$ cat src/rtl/rseq_pkg.sv
package rseq_pkg;
  typedef logic [1:0] dly_sel_t;

  localparam int unsigned MAX_DLY_MS = 400;

  function automatic int unsigned dly_ms(dly_sel_t sel);
    case (sel)
      2'b00:   return 100;
      2'b01:   return 50;
      2'b10:   return 200;
      default: return 400;
    endcase
  endfunction
endpackage

$ cat src/rtl/rseq_timer.sv
// Tick-counting qualifier: done_o rises after lim_i qualified ticks, clears when ok_i drops.
module rseq_timer #(
  parameter int CNT_W = 20
) (
  input  logic             clk_i,
  input  logic             rst_ni,
  input  logic             ok_i,
  input  logic             tick_i,
  input  logic [CNT_W-1:0] lim_i,
  output logic             done_o
);
  logic [CNT_W-1:0] cnt_q;
  logic             done_q;

  always_ff @(posedge clk_i or negedge rst_ni) begin
    if (!rst_ni) begin
      cnt_q  <= '0;
      done_q <= 1'b0;
    end else if (!ok_i) begin
      cnt_q  <= '0;
      done_q <= 1'b0;
    end else if (tick_i && !done_q) begin
      if (cnt_q >= lim_i - CNT_W'(1)) done_q <= 1'b1;
      else                            cnt_q  <= cnt_q + CNT_W'(1);
    end
  end

  assign done_o = done_q;
endmodule

$ cat src/rtl/rseq_rail.sv
module rseq_rail
  import rseq_pkg::*;
#(
  parameter int TICKS_PER_MS = 1000,
  parameter int CNT_W        = 20
) (
  input  logic     clk_i,
  input  logic     rst_ni,
  input  logic     run_i,
  input  logic     en_i,
  input  logic     tick_i,
  input  dly_sel_t sel_i,
  output logic     good_o
);
  logic [CNT_W-1:0] lim;

  assign lim = CNT_W'(dly_ms(sel_i) * TICKS_PER_MS);

  rseq_timer #(.CNT_W(CNT_W)) i_timer (
    .clk_i  (clk_i),
    .rst_ni (rst_ni),
    .ok_i   (run_i && en_i),
    .tick_i (tick_i),
    .lim_i  (lim),
    .done_o (good_o)
  );
endmodule

$ cat src/rtl/rseq_top.sv
module rseq_top
  import rseq_pkg::*;
#(
  parameter int NUM_RAILS    = 4,
  parameter int TICKS_PER_MS = 1000,
  parameter int HOLD_MS      = 100
) (
  input  logic                   clk_i,
  input  logic                   rst_ni,
  input  logic                   tick_i,
  input  logic                   pgood_i,
  input  logic                   mrc_i,
  input  logic [NUM_RAILS-1:0]   en_i,
  input  logic [2*NUM_RAILS-1:0] dly_sel_i,
  output logic [NUM_RAILS-1:0]   rail_good_o,
  output logic                   reset_no
);
  localparam int RAIL_MAX   = int'(MAX_DLY_MS) * TICKS_PER_MS;
  localparam int RAIL_W     = $clog2(RAIL_MAX + 1);
  localparam int HOLD_TICKS = HOLD_MS * TICKS_PER_MS;
  localparam int HOLD_W     = $clog2(HOLD_TICKS + 1);

  logic run;
  logic all_ok;

  // Resequence held high clears everything; release restarts from zero.
  assign run = pgood_i && !mrc_i;

  for (genvar g = 0; g < NUM_RAILS; g++) begin : g_rail
    rseq_rail #(
      .TICKS_PER_MS (TICKS_PER_MS),
      .CNT_W        (RAIL_W)
    ) i_rail (
      .clk_i  (clk_i),
      .rst_ni (rst_ni),
      .run_i  (run),
      .en_i   (en_i[g]),
      .tick_i (tick_i),
      .sel_i  (dly_sel_i[2*g +: 2]),
      .good_o (rail_good_o[g])
    );
  end

  assign all_ok = run && (&rail_good_o);

  rseq_timer #(.CNT_W(HOLD_W)) i_hold (
    .clk_i  (clk_i),
    .rst_ni (rst_ni),
    .ok_i   (all_ok),
    .tick_i (tick_i),
    .lim_i  (HOLD_W'(HOLD_TICKS)),
    .done_o (reset_no)
  );
endmodule

$ cat config.mk
export PLATFORM = sky130hd
export DESIGN_NAME = rseq_top
export DESIGN_NICKNAME = d
export VERILOG_FILES = /design/src/rtl/rseq_pkg.sv /design/src/rtl/rseq_timer.sv /design/src/rtl/rseq_rail.sv /design/src/rtl/rseq_top.sv
export SDC_FILE = /design/constraint.sdc
export NUM_CORES = 1
export LEC_CHECK = 0
export ABC_AREA = 1
export BUFFER_PORTS_ARGS = -buffer_cell sky130_fd_sc_hd__buf_4
export CORE_ASPECT_RATIO = 0.75
export CORE_UTILIZATION = 34
export DETAILED_ROUTE_END_ITERATION = 10
export SETUP_SLACK_MARGIN = 0.02
export SYNTH_ARGS = -nofsm -noshare
export SYNTH_HDL_FRONTEND = slang
export SYNTH_SLANG_ARGS = --single-unit
export TNS_END_PERCENT = 10
$ cat constraint.sdc
create_clock -name clk_i -period 1.6 [get_ports clk_i]
set_input_delay 0.24 -clock clk_i [delete_from_list [all_inputs] [get_ports clk_i]]
set_output_delay 0.24 -clock clk_i [all_outputs]
set_load 0.1 [all_outputs]
=== After elaboration in Yosys (flattened, before gate mapping) ===
Index checks and enable logic that the tools add are counted.

* Register bits after elaboration: 98
* Input port bits: 17
* Output and inout bits: 5
* Word-level logic and storage cells: 117

* Add/subtract/negate cells: 9
* Multiply operators: 4
* Magnitude comparators: 5
* Equality and inequality tests: 23
* Multiplexer cells: 34
* Reductions and logical operators: 32

{| class="wikitable"
|+ Operators with widths
! operator !! count
|-
| 19-bit two-way mux || 12
|-
| 9-bit case mux with 3 select lines || 4
|-
| 19-bit by 1-bit adder with 19-bit output, second input constant || 4
|-
| 19-bit >= comparator || 4
|-
| 19-bit by 1-bit subtractor with 19-bit output, second input constant || 4
|-
| 9-bit by 7-bit multiplier with 16-bit output, second input constant || 4
|-
| 17-bit two-way mux || 3
|-
| 2-bit AND reduction || 10
|-
| 17-bit by 1-bit adder with 17-bit output, second input constant || 1
|-
| 17-bit >= comparator, second input constant || 1
|-
| 2-bit by 1-bit != test with 1-bit output, second input constant || 8
|-
| 1-bit two-way mux || 15
|-
| 2-bit != test, second input constant || 7
|-
| 1-bit logical AND || 11
|-
| 2-bit by 1-bit equality test with 1-bit output, second input constant || 4
|-
| 2-bit equality test, second input constant || 4
|-
| 2-bit logical NOT || 4
|-
| 1-bit logical NOT || 6
|-
| 4-bit AND reduction || 1
|}

=== Longest topological paths before layout ===
Gate-level depths: netlist of the first run.

* Word-level depth: 8
* Depth in mapped cells: 23

=== By module ===
From an unflattened synthesis of the first run, not the netlist that was laid out.

* Cells, all modules: 1946
* Area total of the unflattened synthesis: 12718.4 um^2

{| class="wikitable"
|+ By module, submodules not included
! module !! times used !! cells an instance !! area an instance (um^2) !! seq. area each (um^2)
|-
| rseq_timer at g_rail[0].i_rail.i_timer ... || 3 || 348 || 2312.2 || 500.5
|-
| rseq_timer at g_rail[1].i_rail.i_timer || 1 || 356 || 2351.0 || 500.5
|-
| rseq_timer at i_hold || 1 || 315 || 2010.7 || 450.4
|-
| rseq_rail || 4 || 55 || 344.1 || 0.0
|-
| rseq_top || 1 || 11 || 43.8 || 0.0
|}

=== Worst setup path before layout of the first run ===
No wires, ideal clock.

* Kind: input-to-reg
* Start: input dly_sel_i[2]
* End: register g_rail[1].i_rail.i_timer.cnt_q[11]
* Setup time: 118 ps
* Data arrival time: 3382 ps
* Data required time: 1482 ps
* Setup slack: -1899 ps
* Stages: 21
* Path through: inv_1 ha_1 inv_1 ha_1 xnor2_1 fa_1 inv_1 ha_1 a31oi_1 nand2_1 xor2_1 ha_1 nand2_1 inv_1 nand3_1 inv_1 a21oi_1 nand4_2 buf_6 nand3_1 nand2_1

* Word-level cells in the longest chain between the ends: 7
* Elaborated cells on any way between the ends: 9
* Those cells by class: add/sub: 1; mul: 1; order compare: 1; eq/ne: 3; mux: 1; reduce/logical: 2

{| class="wikitable"
|+ Ends and longest elaborated chain
! item !! line !! source
|-
| from (decl) || rseq_top.sv:14 || <nowiki>input logic [2*NUM_RAILS-1:0] dly_sel_i,</nowiki>
|-
| 2-bit equality test (tied with other cells) || rseq_pkg.sv:7 || <nowiki>case (sel)</nowiki>
|-
| 9-bit case mux with 3 select lines * || rseq_pkg.sv:7 ||
|-
| 9-bit by 7-bit multiplier with 16-bit output * || rseq_rail.sv:17 || <nowiki>assign lim = CNT_W'(dly_ms(sel_i) * TICKS_PER_MS);</nowiki>
|-
| 19-bit by 1-bit subtractor with 19-bit output * || rseq_timer.sv:23 || <nowiki>if (cnt_q >= lim_i - CNT_W'(1)) done_q <= 1'b1;</nowiki>
|-
| 19-bit >= comparator * || rseq_timer.sv:23 ||
|-
| 2-bit != test (no line) * || n/a ||
|-
| 2-bit AND reduction (no line) * || n/a ||
|-
| to (signal assigned) || rseq_timer.sv:24 || <nowiki>else cnt_q <= cnt_q + CNT_W'(1);</nowiki>
|-
| to (decl) || rseq_timer.sv:12 || <nowiki>logic [CNT_W-1:0] cnt_q;</nowiki>
|}

Every way passes the cells marked *; elsewhere a longest branch is shown, timed or not.
A chain may end at the register's enable or synchronous reset.

=== Worst setup path in the final report of the first run ===
* Start: input dly_sel_i[1]
* End: register g_rail[0].i_rail.i_timer.cnt_q[10]

* Word-level cells in the longest chain between the ends: 7
* Elaborated cells on any way between the ends: 9
* Those cells by class: add/sub: 1; mul: 1; order compare: 1; eq/ne: 3; mux: 1; reduce/logical: 2

{| class="wikitable"
|+ Ends and longest elaborated chain
! item !! line
|-
| 2-bit equality test (tied with other cells) || rseq_pkg.sv:7
|-
| 9-bit case mux with 3 select lines * || rseq_pkg.sv:7
|-
| 9-bit by 7-bit multiplier with 16-bit output * || rseq_rail.sv:17
|-
| 19-bit by 1-bit subtractor with 19-bit output * || rseq_timer.sv:23
|-
| 19-bit >= comparator * || rseq_timer.sv:23
|-
| 2-bit != test (no line) * || n/a
|-
| 2-bit AND reduction (no line) * || n/a
|-
| to (signal assigned) || rseq_timer.sv:24
|-
| to (decl) || rseq_timer.sv:12
|}

Marks and branches as above.

==> results of run 1 <==
-- layout by cell type, fill, tap and decap left out, types with 7 or more instances in the layout --
master and instances:
a21oi_1 39, buf_12 13, buf_4 186, buf_6 10, clkbuf_16 9, dfrtp_1 96, ha_1 86, ha_4 24
inv_1 112, inv_2 23, nand2_1 365, nand2_2 12, nand2_8 7, nand3_1 131, nand3_2 50, nand4_1 18
nor2_1 173, nor2_2 23, nor3_1 21, o21ai_0 12, o21ai_1 20, xnor2_1 20, xor2_1 31
-- stage by stage --
stage               hold slack, ps  power (mW)  TNS, ps
floorplan                    -55.6        3.15  -125980
global placement               161        3.53  -155480
detailed placement             161        3.54  -157940
CTS                            283        6.08  -121130
global route                   302        6.39  -133580
finish                         267        6.09  -120310
-- synthesized netlist by cell type --
| cell | count | area [um^2] |
|---|---|---|
| inv_2 | 16 | 60.1 |
| dfrtp_1 | 98 | 2450 |
| nand4_1 | 18 | 113 |
| a21boi_1 | 1 | 7.51 |
| nand4_4 | 1 | 21.3 |
| nor3_2 | 1 | 10.0 |
| o21ai_2 | 1 | 8.76 |
| clkinv_1 | 1 | 3.75 |
| nand3_1 | 182 | 911 |
| nand2_1 | 376 | 1410 |
| conb_1 | 1 | 3.75 |
| a31oi_1 | 5 | 31.3 |
| o211ai_1 | 1 | 7.51 |
| nand3b_1 | 1 | 7.51 |
| nor2_1 | 189 | 709 |
| a31o_2 | 1 | 8.76 |
| inv_1 | 130 | 488 |
| nand2_2 | 4 | 25.0 |
| o21bai_1 | 3 | 22.5 |
| nand2_4 | 4 | 45.0 |
| nor3b_1 | 2 | 15.0 |
| clkbuf_1 | 13 | 48.8 |
| nor2_2 | 10 | 62.6 |
| nor3_1 | 22 | 110 |
| buf_2 | 14 | 70.1 |
| or2_2 | 3 | 18.8 |
| o21ai_1 | 18 | 90.1 |
| buf_8 | 1 | 15.0 |
| o31ai_1 | 1 | 7.51 |
| fa_1 | 4 | 80.1 |
| xor2_1 | 31 | 272 |
| a21oi_1 | 42 | 210 |
| xnor2_1 | 24 | 210 |
| o21ai_0 | 19 | 95.1 |
| buf_6 | 7 | 78.8 |
| or2_1 | 1 | 6.26 |
| nand3_2 | 3 | 30.0 |
| nor4_2 | 1 | 12.5 |
| a211oi_1 | 2 | 15.0 |
| a21o_1 | 4 | 30.0 |
| and3b_1 | 1 | 8.76 |
| ha_1 | 113 | 1410 |
| buf_4 | 8 | 60.1 |
| nand4_2 | 2 | 25.0 |
-- worst min-delay path by stage --
stage,end,from,slack [ps]
after floorplan,g_rail[0].i_rail.i_timer.cnt_q[0],rst_ni,-60
after global placement,g_rail[1].i_rail.i_timer.cnt_q[14],rst_ni,160
after detailed placement,g_rail[1].i_rail.i_timer.cnt_q[14],rst_ni,160
after CTS,g_rail[3].i_rail.i_timer.done_o,tick_i,280
after global routing,i_hold.done_o,tick_i,300
final,i_hold.done_o,tick_i,270
-- registers in the layout, indices dropped and copies added, names as in the netlist --
register,flops
i_hold.cnt_q,17
i_hold.done_o,1
g_rail.i_rail.i_timer.done_o,4
g_rail.i_rail.i_timer.cnt_q,76
-- per-layer routing --
layer	up-vias	wire [um]
met2	165	10800
met3	18	978
met4	0	272
met1	4185	12800
li1	4849	-
met5	-	0
-- cell families (layout without fill, tap and decap cells) --
| group | count (synthesis) | count (layout) |
|---|---|---|
| AOI/OAI and AO/OA | 98 | 98 |
| DFF | 98 | 98 |
| xor gates and xnor gates | 55 | 55 |
| adders and majority gates | 117 | 117 |
| buffers and inverters | 190 | 376 |
| other | 1 | 4 |
| and+or+nand+nor | 821 | 825 |
-- final cells by class --
class	instances	area, um^2	area share (%)
multi-input combinational	1099	6990	55.3
sequential	98	2450	19.4
timing repair buffer	213	1810	14.3
inverter	147	631	4.98
tap	351	439	3.47
clock buffer	9	225	1.78
clock inverter	7	98.8	0.781
-- critical path: stages --
cell and delay [ps]:
buf_12 100, clkinv_8 60, ha_4 170, ha_4 220, nand2_1 50, inv_1 50
o21ai_2 150, fa_1 440, inv_2 80, ha_4 200, a31oi_4 160, nand2_1 70
xor2_1 150, ha_1 270, nand2_1 70, nor2_2 40, inv_1 60, nor2_2 50
a21oi_2 200, nand4_4 260, buf_8 240, nand3_2 60, nand2_1 50
-- power by group through the flow --
stage,logic (mW),registers [mW],clock network [mW]
after CTS,1.11,2.48,2.49
final,1.17,2.48,2.44
after global placement,0.994,2.53,0
after global routing,1.32,2.48,2.59
after detailed placement,1.01,2.53,0
after floorplan,0.615,2.54,0
-- repair_timing --
action	4_1_cts	5_1_grt
hold buffers	1	0
gates resized for setup	86	70
gates cloned	7	0
endpoints found under the hold margin	16	0
setup buffers	5	0
pin swaps	63	36
setup endpoints to repair	94	98
==> results.txt, run 1 <==
Status: complete, but fails checks
Failing checks: design-rule violations, negative setup slack
Die area: 28,100 um^2
GPL Wtd Cong: 0.880
Grt ovf: 0
Fmax: 313 MHz
Post-Synth Adder-Cell Area: 16.0%
Switching component of the power: 1.71 mW
Net Sw Frac: 28.1%
CP Launch Point: dly_sel_i[1]
Max Transition Viols Final: 0
CTS tree: yes
Crit path kind: input pin to register
Grt peak-use layer: met2
CTS root buf: clkbuf_16
GR Util All Layers: 18.3%
Non-filler cells, final: 1,924
R2r worst-path depth: 11
Worst r2r dst: g_rail[0].i_rail.i_timer.cnt_q[10]
Worst slew pin tran: 1080 ps
Worst setup endpoint: g_rail[0].i_rail.i_timer.cnt_q[10]
Post-layout util: 46.9%
Final-report setup violation count: 80
Count of cell types in the netlist: 44
R2R setup slack: -420 ps
Met3 usage: 2.43%
Area of the core: 27,000 um^2
Clock share of power: 40.0%
CP Max Fanout: 7
DRC violations left: 1
Avg Synthesized Cell Area: 6.76 um^2
Hold Crit Class: input pin to register
First-pass GRT wire length: 42,800 um
Die Y: 145 um
PnR worst setup slack: -1600 ps
First DRT Iteration DRCs: 608
Core Rows: 52
WL final: 24,900 um
Mapped Cells: 1,380
Final Hold Viols: 0
Drt via density: 4.79
Vias in the first global route: 8,662
FF+latch count, synth: 98
Crit end category: register
Die width: 193 um
Met2 Use GR: 27.9%
N_diodes: 0
Fin crit share: 200%
Pwr/cell area: 481 nW/um^2
Layout Nets: 1,702
Period minus WS final: 3200 ps
Area Growth Syn to Fin: 35.6%
DP Wirelength: 18,700 um
H-tree levels: 3
Via count: 9,217
Pin count of the biggest net entering global routing: 37
Comb power frac: 19.2%
Clock buffer depth: 2
R2R Path Start: g_rail[0].i_rail.i_timer.cnt_q[10]
Seq/Total Area, Yosys: 26.3%
Hold path depth: 3
Compound-Gate Fraction of Synth Area: 5.72%
Peak VDD IR: 0.000422 V
GR Layer Usage met1: 27.3%
CTS sink count: 98
Post-Place Cells: 1,895
Synthesized area: 9330 um^2
Port bufs: 21
Ys Warns: 0
Initial Utilization: 34.6%
Cell area after layout: 12,700 um^2
Filler cells: 2,634
Drt pass-1 iters: 8
Mux cell area share after synthesis: 0%
CP arrival: 3460 ps
Ports: 22
TritonCTS Buffers: 9
Max_cap viols: 0
Initial antenna violation count: 0
Startpoint types: input pin
Sequential power share: 40.8%
WL/cell: 12.9 um
Worst Clk Skew: 9.36 ps
Req. time, crit path: 1860 ps
Layout cells sized above 1: 26.6%
Worst-Skew Late Latency: 360 ps
Post-placement cell area: 11,500 um^2
Post-route ant nets: 0
Clock transition at the registers of the reported paths: 80 ps
Unrepaired setup endpoints after global routing: yes
Pre-CTS setup slack: -2100 ps
Slew Limit Headroom: 28.0%
Post-synthesis xor/xnor area fraction: 5.16%
Pint: 4.38 mW
Combinational family with the most area after synthesis: simple AND/OR/NAND/NOR gates
Synth Area in Simple Gates: 38.0%
Leak: 5.97 nW
(Power assumes the default switching activity.)
==> inputs of run 2 (changes only) <==
Clock period 1.6 ns to 3.3 ns, I/O delays scaled along.
==> run 2 against run 1 <==
The flow finishes with violations (negative setup slack). Flip-flop and latch count unchanged. Clock skew decreased by 1.3 ps. Critical path depth shrank 1. Power down 54%. Combinational power fell by 56%. Utilization fell by 5.0 points. Non-clock buffer count down 127.
==> results.txt, run 2 (synthesis results as in run 1) <==
Die width: 193 um (unchanged)
Port bufs: 21 (unchanged)
Core Rows: 52 (unchanged)
Post-route ant nets: 0 (unchanged)
DP Wirelength: 17,100 um (-8.3%)
CTS sink count: 98 (unchanged)
WP depth: 22 (-4.3%)
Area Growth Syn to Fin: 21.1%
Design Power: 2.82 mW (-54%)
Die Y: 145 um (unchanged)
Largest register FFs: 76 (unchanged)
Ports: 22 (unchanged)
Unrepaired setup endpoints after global routing: yes
Fin crit share: 106%
Status: complete, but fails checks
Post-layout util: 41.9% (-5.0 points)
Hold_buf cts: 0 (-1)
Layout cells sized above 1: 17.3% (-9.3 points)
Worst Clk Skew: 8.10 ps (-1.26 ps)
GR Util All Layers: 16.9% (-1.4 points)
WL final: 23,200 um (-7.0%)
GPL Wtd Cong: 0.893 (+1.4%)
Peak VDD IR: 0.000234 V (-45%)
Failing checks: negative setup slack
Layout Nets: 1,573 (-7.6%)
Hold Crit Class: input pin to asynchronous set/reset pin
Pwr/cell area: 250 nW/um^2 (-48%)
Delay-heaviest family, CP: adder cells
CP arrival: 3740 ps (+280 ps)
H-tree levels: 3 (unchanged)
Initial Utilization: 34.6% (unchanged)
Most common cell after layout, fill and taps aside: nand2_1
CTS root buf: clkbuf_16
Most frequent cells in the layout: 369 x nand2_1, 178 x nor2_1, 153 x nand3_1
Pre-CTS setup slack: -575 ps (+1520 ps)
First-pass GRT wire length: 39,600 um (-7.4%)
Req. time, crit path: 3540 ps (+1680 ps)
N_diodes: 0 (unchanged)
Most frequent CP cell: nand2_1
Cell area after layout: 11,300 um^2 (-11%)
Post-Place Cells: 1,770 (-6.6%)
PnR worst setup slack: -198 ps (+1400 ps)
Area of the core: 27,000 um^2 (unchanged)
Worst-Skew Late Latency: 350 ps (about the same)
Non-filler cells, final: 1,795 (-6.7%)
Clock buffer depth: 2 (unchanged)
Drt via density: 4.83 (+0.87%)
Slew Limit Headroom: 19.0% (-9.1 points)
Crit path kind: input pin to register
Crit path buffers/inverters: 5 (-1)
CP max stage cell: fa_1
Fmax: 286 MHz
Post-placement cell area: 10,500 um^2 (-9.0%)
WHS: 161 ps (-106 ps)
Startpoint types: input pin
CTS tree: yes
Pin count of the biggest net entering global routing: 44 (+19%)
First DRT Iteration DRCs: 597 (-1.8%)
Clock transition at the registers of the reported paths: 70 ps (about the same)
Vias in the first global route: 7,917 (-8.6%)
WL/cell: 12.9 um (-0.28%)
Filler cells: 2,748 (+4.3%)
Total negative slack: -6070 ps (+114,240 ps)
Worst path max stage delay: 470 ps (+30 ps)
Initial antenna violation count: 0 (unchanged)
Die area: 28,100 um^2 (unchanged)
Max_cap viols: 0 (unchanged)
DRC violations left: 0 (-1)
Final-report setup violation count: 73 (-8.8%)
Worst slew pin tran: 1210 ps (+128 ps)
Period minus WS final: 3500 ps
Grt ovf: 0 (unchanged)
Max Transition Viols Final: 0 (unchanged)
TritonCTS Buffers: 9 (unchanged)
Worst path cell trace: buf_12, inv_6, ha_4, inv_2, ha_4, xnor2_2, fa_1, inv_1, ha_1, a31oi_1, nand2_1, xor2_1, ha_1, nand2_2, nor2_2, nand2_1, nor2_1, nor2_2, nand4_4, clkbuf_16, nand3_2, nand2_1
Crit end category: register
CP Max Fanout: 6 (-1)
Final Hold Viols: 0 (unchanged)
R2r worst-path depth: 7 (-4)
Leak: 5.25 nW (-12%)
Drt pass-1 iters: 7 (-1)
Via count: 8,674 (-5.9%)
Reg with most FFs: g_rail.i_rail.i_timer.cnt_q
[run 2: cell types whose count changed in the layout (fill, tap and decap cells not counted), moves of 5 or more]
cell	change
buf_4	-120
nand3_1	+22
nand3_2	-18
buf_12	-9
nor2_1	+5
[run 2: layer usage]
metal / global-route usage [%] / vias up / routed length (um)
met4: 2.72 / 0 / 133
met5: 0 / - / 0
li1: - / 4578 / -
met2: 25.8 / 136 / 9860
met3: 2.46 / 10 / 780
met1: 25.3 / 3950 / 12400
[run 2: cell type report]
type | count | area, um^2 | share of cell area (%)
multi-input combinational | 1097 | 6700 | 59.3
sequential | 98 | 2450 | 21.7
timing repair buffer | 86 | 777 | 6.88
inverter | 147 | 616 | 5.45
tap | 351 | 439 | 3.89
clock buffer | 11 | 253 | 2.24
clock inverter | 5 | 60.1 | 0.531
[run 2: power breakdown]
part / total (mW) / internal (mW) / switching, mW
registers: 1.21 / 1.20 / 0.00449
clock network: 1.11 / 0.632 / 0.475
logic: 0.509 / 0.215 / 0.294
[run 2: worst paths after layout]
check                                                start                            endpoint  slack [ps]
max                                           dly_sel_i[1]  g_rail[0].i_rail.i_timer.cnt_q[14]        -200
min                                                 rst_ni                       i_hold.done_o         160
max reg2reg                g_rail[2].i_rail.i_timer.done_o                     i_hold.cnt_q[8]        1130
min reg2reg                               i_hold.cnt_q[14]                    i_hold.cnt_q[14]         520
max in group asynchronous                           rst_ni  g_rail[1].i_rail.i_timer.cnt_q[10]        2270
min in group clk_i                                  tick_i     g_rail[0].i_rail.i_timer.done_o         440
[run 2: what timing repair did]
action	4_1_cts	5_1_grt
buffers inserted	2	2
pin swaps	34	26
cloned	3	2
endpoints found under the setup margin	79	80
gates resized for setup	50	47
==> inputs of run 3 (changes only) <==
Settings changed: REMOVE_ABC_BUFFERS from default to 1.
==> run 3 against run 2 <==
The flow still finishes with violations (negative setup slack). Clock skew is 0.54 ps higher. Worst hold slack better by 27 ps. Utilization is 0.85 points higher. Combinational power is 5.7% higher. Global-route usage is 0.40 points higher. Clock power is 6% lower.
==> results.txt, run 3 (synthesis results as in run 1) <==
Largest register FFs: 76 (unchanged)
First-pass GRT wire length: 40,600 um (+2.6%)
PnR worst setup slack: -226 ps (-27.1 ps)
Drt via density: 4.85 (+0.45%)
Layout Nets: 1,591 (+1.1%)
Crit end category: register
Drt pass-1 iters: 5 (-2)
Port bufs: 21 (unchanged)
Grt peak-use layer: met2
Ports: 22 (unchanged)
Max Transition Viols Final: 0 (unchanged)
Filler cells: 2,727 (-0.76%)
Delay-heaviest family, CP: adder cells
Slew Limit Headroom: 38.7% (+20 points)
Crit path kind: input pin to register
Status: complete, but fails checks
GPL Wtd Cong: 0.861 (-3.6%)
Met3 usage: 1.92% (-0.53 points)
Worst-Skew Late Latency: 350 ps (about the same)
CP arrival: 3760 ps (+20 ps)
Area Growth Syn to Fin: 23.5%
DRC violations left: 0 (unchanged)
H-tree levels: 3 (unchanged)
Req. time, crit path: 3540 ps (about the same)
Final Hold Viols: 0 (unchanged)
Clock buffer depth: 2 (unchanged)
R2r worst-path depth: 8 (+1)
Max_cap viols: 0 (unchanged)
Worst slew pin tran: 919 ps (-289 ps)
Period minus WS final: 3530 ps (+27.1 ps)
Most frequent cells in the layout: 360 x nand2_1, 182 x nor2_1, 156 x nand3_1
CTS sink count: 98 (unchanged)
Final-report setup violation count: 67 (-8.2%)
WP depth: 24 (+9.1%)
First DRT Iteration DRCs: 529 (-11%)
Clock transition at the registers of the reported paths: 70 ps (about the same)
Unrepaired setup endpoints after global routing: yes
Fin crit share: 107% (+0.82 points)
Fmax: 284 MHz (-0.77%)
Die Y: 145 um (unchanged)
Most common cell after layout, fill and taps aside: nand2_1
Met2 Use GR: 27.9% (+2.1 points)
Hold Crit Class: input pin to asynchronous set/reset pin
N_diodes: 0 (unchanged)
Post-placement cell area: 10,200 um^2 (-2.9%)
Core Rows: 52 (unchanged)
Via count: 8,800 (+1.5%)
Failing checks: negative setup slack
Pwr/cell area: 242 nW/um^2 (-3.2%)
Worst Clk Skew: 8.64 ps (+0.540 ps)
Die area: 28,100 um^2 (unchanged)
Worst path cell trace: buf_8, buf_6, ha_4, inv_4, ha_4, xnor2_2, fa_1, inv_1, ha_1, a31oi_1, nand2_1, xor2_1, ha_1, nand2_1, nor2_2, buf_4, nand3_1, nor2_1, nor2_2, nand4_1, buf_6, buf_12, nand3_1, nand2_1
Vias in the first global route: 8,133 (+2.7%)
Die width: 193 um (unchanged)
GR Util All Layers: 17.3% (+0.40 points)
TritonCTS Buffers: 9 (unchanged)
Post-route ant nets: 0 (unchanged)
CP max stage cell: fa_1
WL/cell: 13.3 um (+2.8%)
DP Wirelength: 16,900 um (-1.4%)
Peak VDD IR: 0.000200 V (-15%)
Pin count of the biggest net entering global routing: 53 (+20%)
Area of the core: 27,000 um^2 (unchanged)
Initial antenna violation count: 0 (unchanged)
GR Layer Usage met1: 25.0% (-0.31 points)
Grt ovf: 0 (unchanged)
Startpoint types: input pin
CP Max Fanout: 10 (+4)
Pre-CTS setup slack: -788 ps (-212 ps)
Initial Utilization: 34.6% (unchanged)
Worst path max stage delay: 480 ps (about the same)
CTS tree: yes
Leak: 5.33 nW (+1.6%)
Most frequent CP cell: nand2_1
Cell area after layout: 11,500 um^2 (+2.0%)
WL final: 24,000 um (+3.8%)
Reg with most FFs: g_rail.i_rail.i_timer.cnt_q
CTS root buf: clkbuf_16
Layout cells sized above 1: 18.9% (+1.6 points)
Crit path buffers/inverters: 7 (+2)
[run 3: cell count changes in the layout (fill, tap and decap cells not counted), sizes merged]
cell      change
bufinv        -1
nand2         +4
buf          +14
clkinvlp      +1
[run 3: final cells by class]
type	count	area, um^2	share of cell area (%)
multi-input combinational	1101	6830	59.2
sequential	98	2450	21.3
timing repair buffer	100	910	7.89
inverter	147	609	5.28
tap	351	439	3.81
clock buffer	11	253	2.19
clock inverter	5	37.5	0.326
[run 3: what timing repair did]
item                       CTS  global route
pin swaps                   64            47
gates resized for setup    139            62
hold endpoints to repair     0             0
gates cloned                 7             1
buffers inserted             9             2
setup endpoints to repair   80            80
hold buffers                 0             0
[run 3: worst reg2reg max path: cells and delay by family, from the launching register on]
kind | cells | cell delay, ps
buf+inv | 3 | 490
flops | 1 | 410
simple gates | 5 | 1100
[run 3: where the power goes]
part,leakage (nW),internal [mW],switching [mW]
clock network,0.138,0.556,0.487
logic,3.83,0.233,0.305
registers,1.37,1.20,0.00466
[run 3: path summary, 6_finish.rpt]
| path | from | to | slack, ps |
|---|---|---|---|
| worst min register to register | i_hold.cnt_q[14] | i_hold.cnt_q[14] | 520 |
| worst max-delay path | dly_sel_i[4] | g_rail[2].i_rail.i_timer.cnt_q[13] | -230 |
| worst min-delay path | rst_ni | g_rail[1].i_rail.i_timer.cnt_q[3] | 190 |
| min in group clk_i | tick_i | g_rail[2].i_rail.i_timer.done_o | 460 |
| worst max register to register | g_rail[0].i_rail.i_timer.done_o | i_hold.cnt_q[16] | 1210 |
| max in group asynchronous | rst_ni | g_rail[0].i_rail.i_timer.cnt_q[11] | 2410 |
[run 3: stage by stage]
step           utilization, %  total power, mW  hold WS (ps)  setup TNS (ps)  std cells
3_5_place_dp             37.8             1.66           513          -59430       1778
2_1_floorplan               -             1.48           199          -39760       1340
5_1_grt                  42.7             2.93           250          -22600       1813
3_3_place_gp             37.8             1.65           506          -54110       1778
4_1_cts                  41.6             2.79           213          -10310       1810
6_report                 42.7             2.79           188           -9160       1813
[run 3: per-layer routing]
metal  up-vias  part of all wire (%)
met3        13                   2.9
met2       136                    45
met1      4036                    51
met4         0                  0.65
li1       4615                     -
met5         -                     0
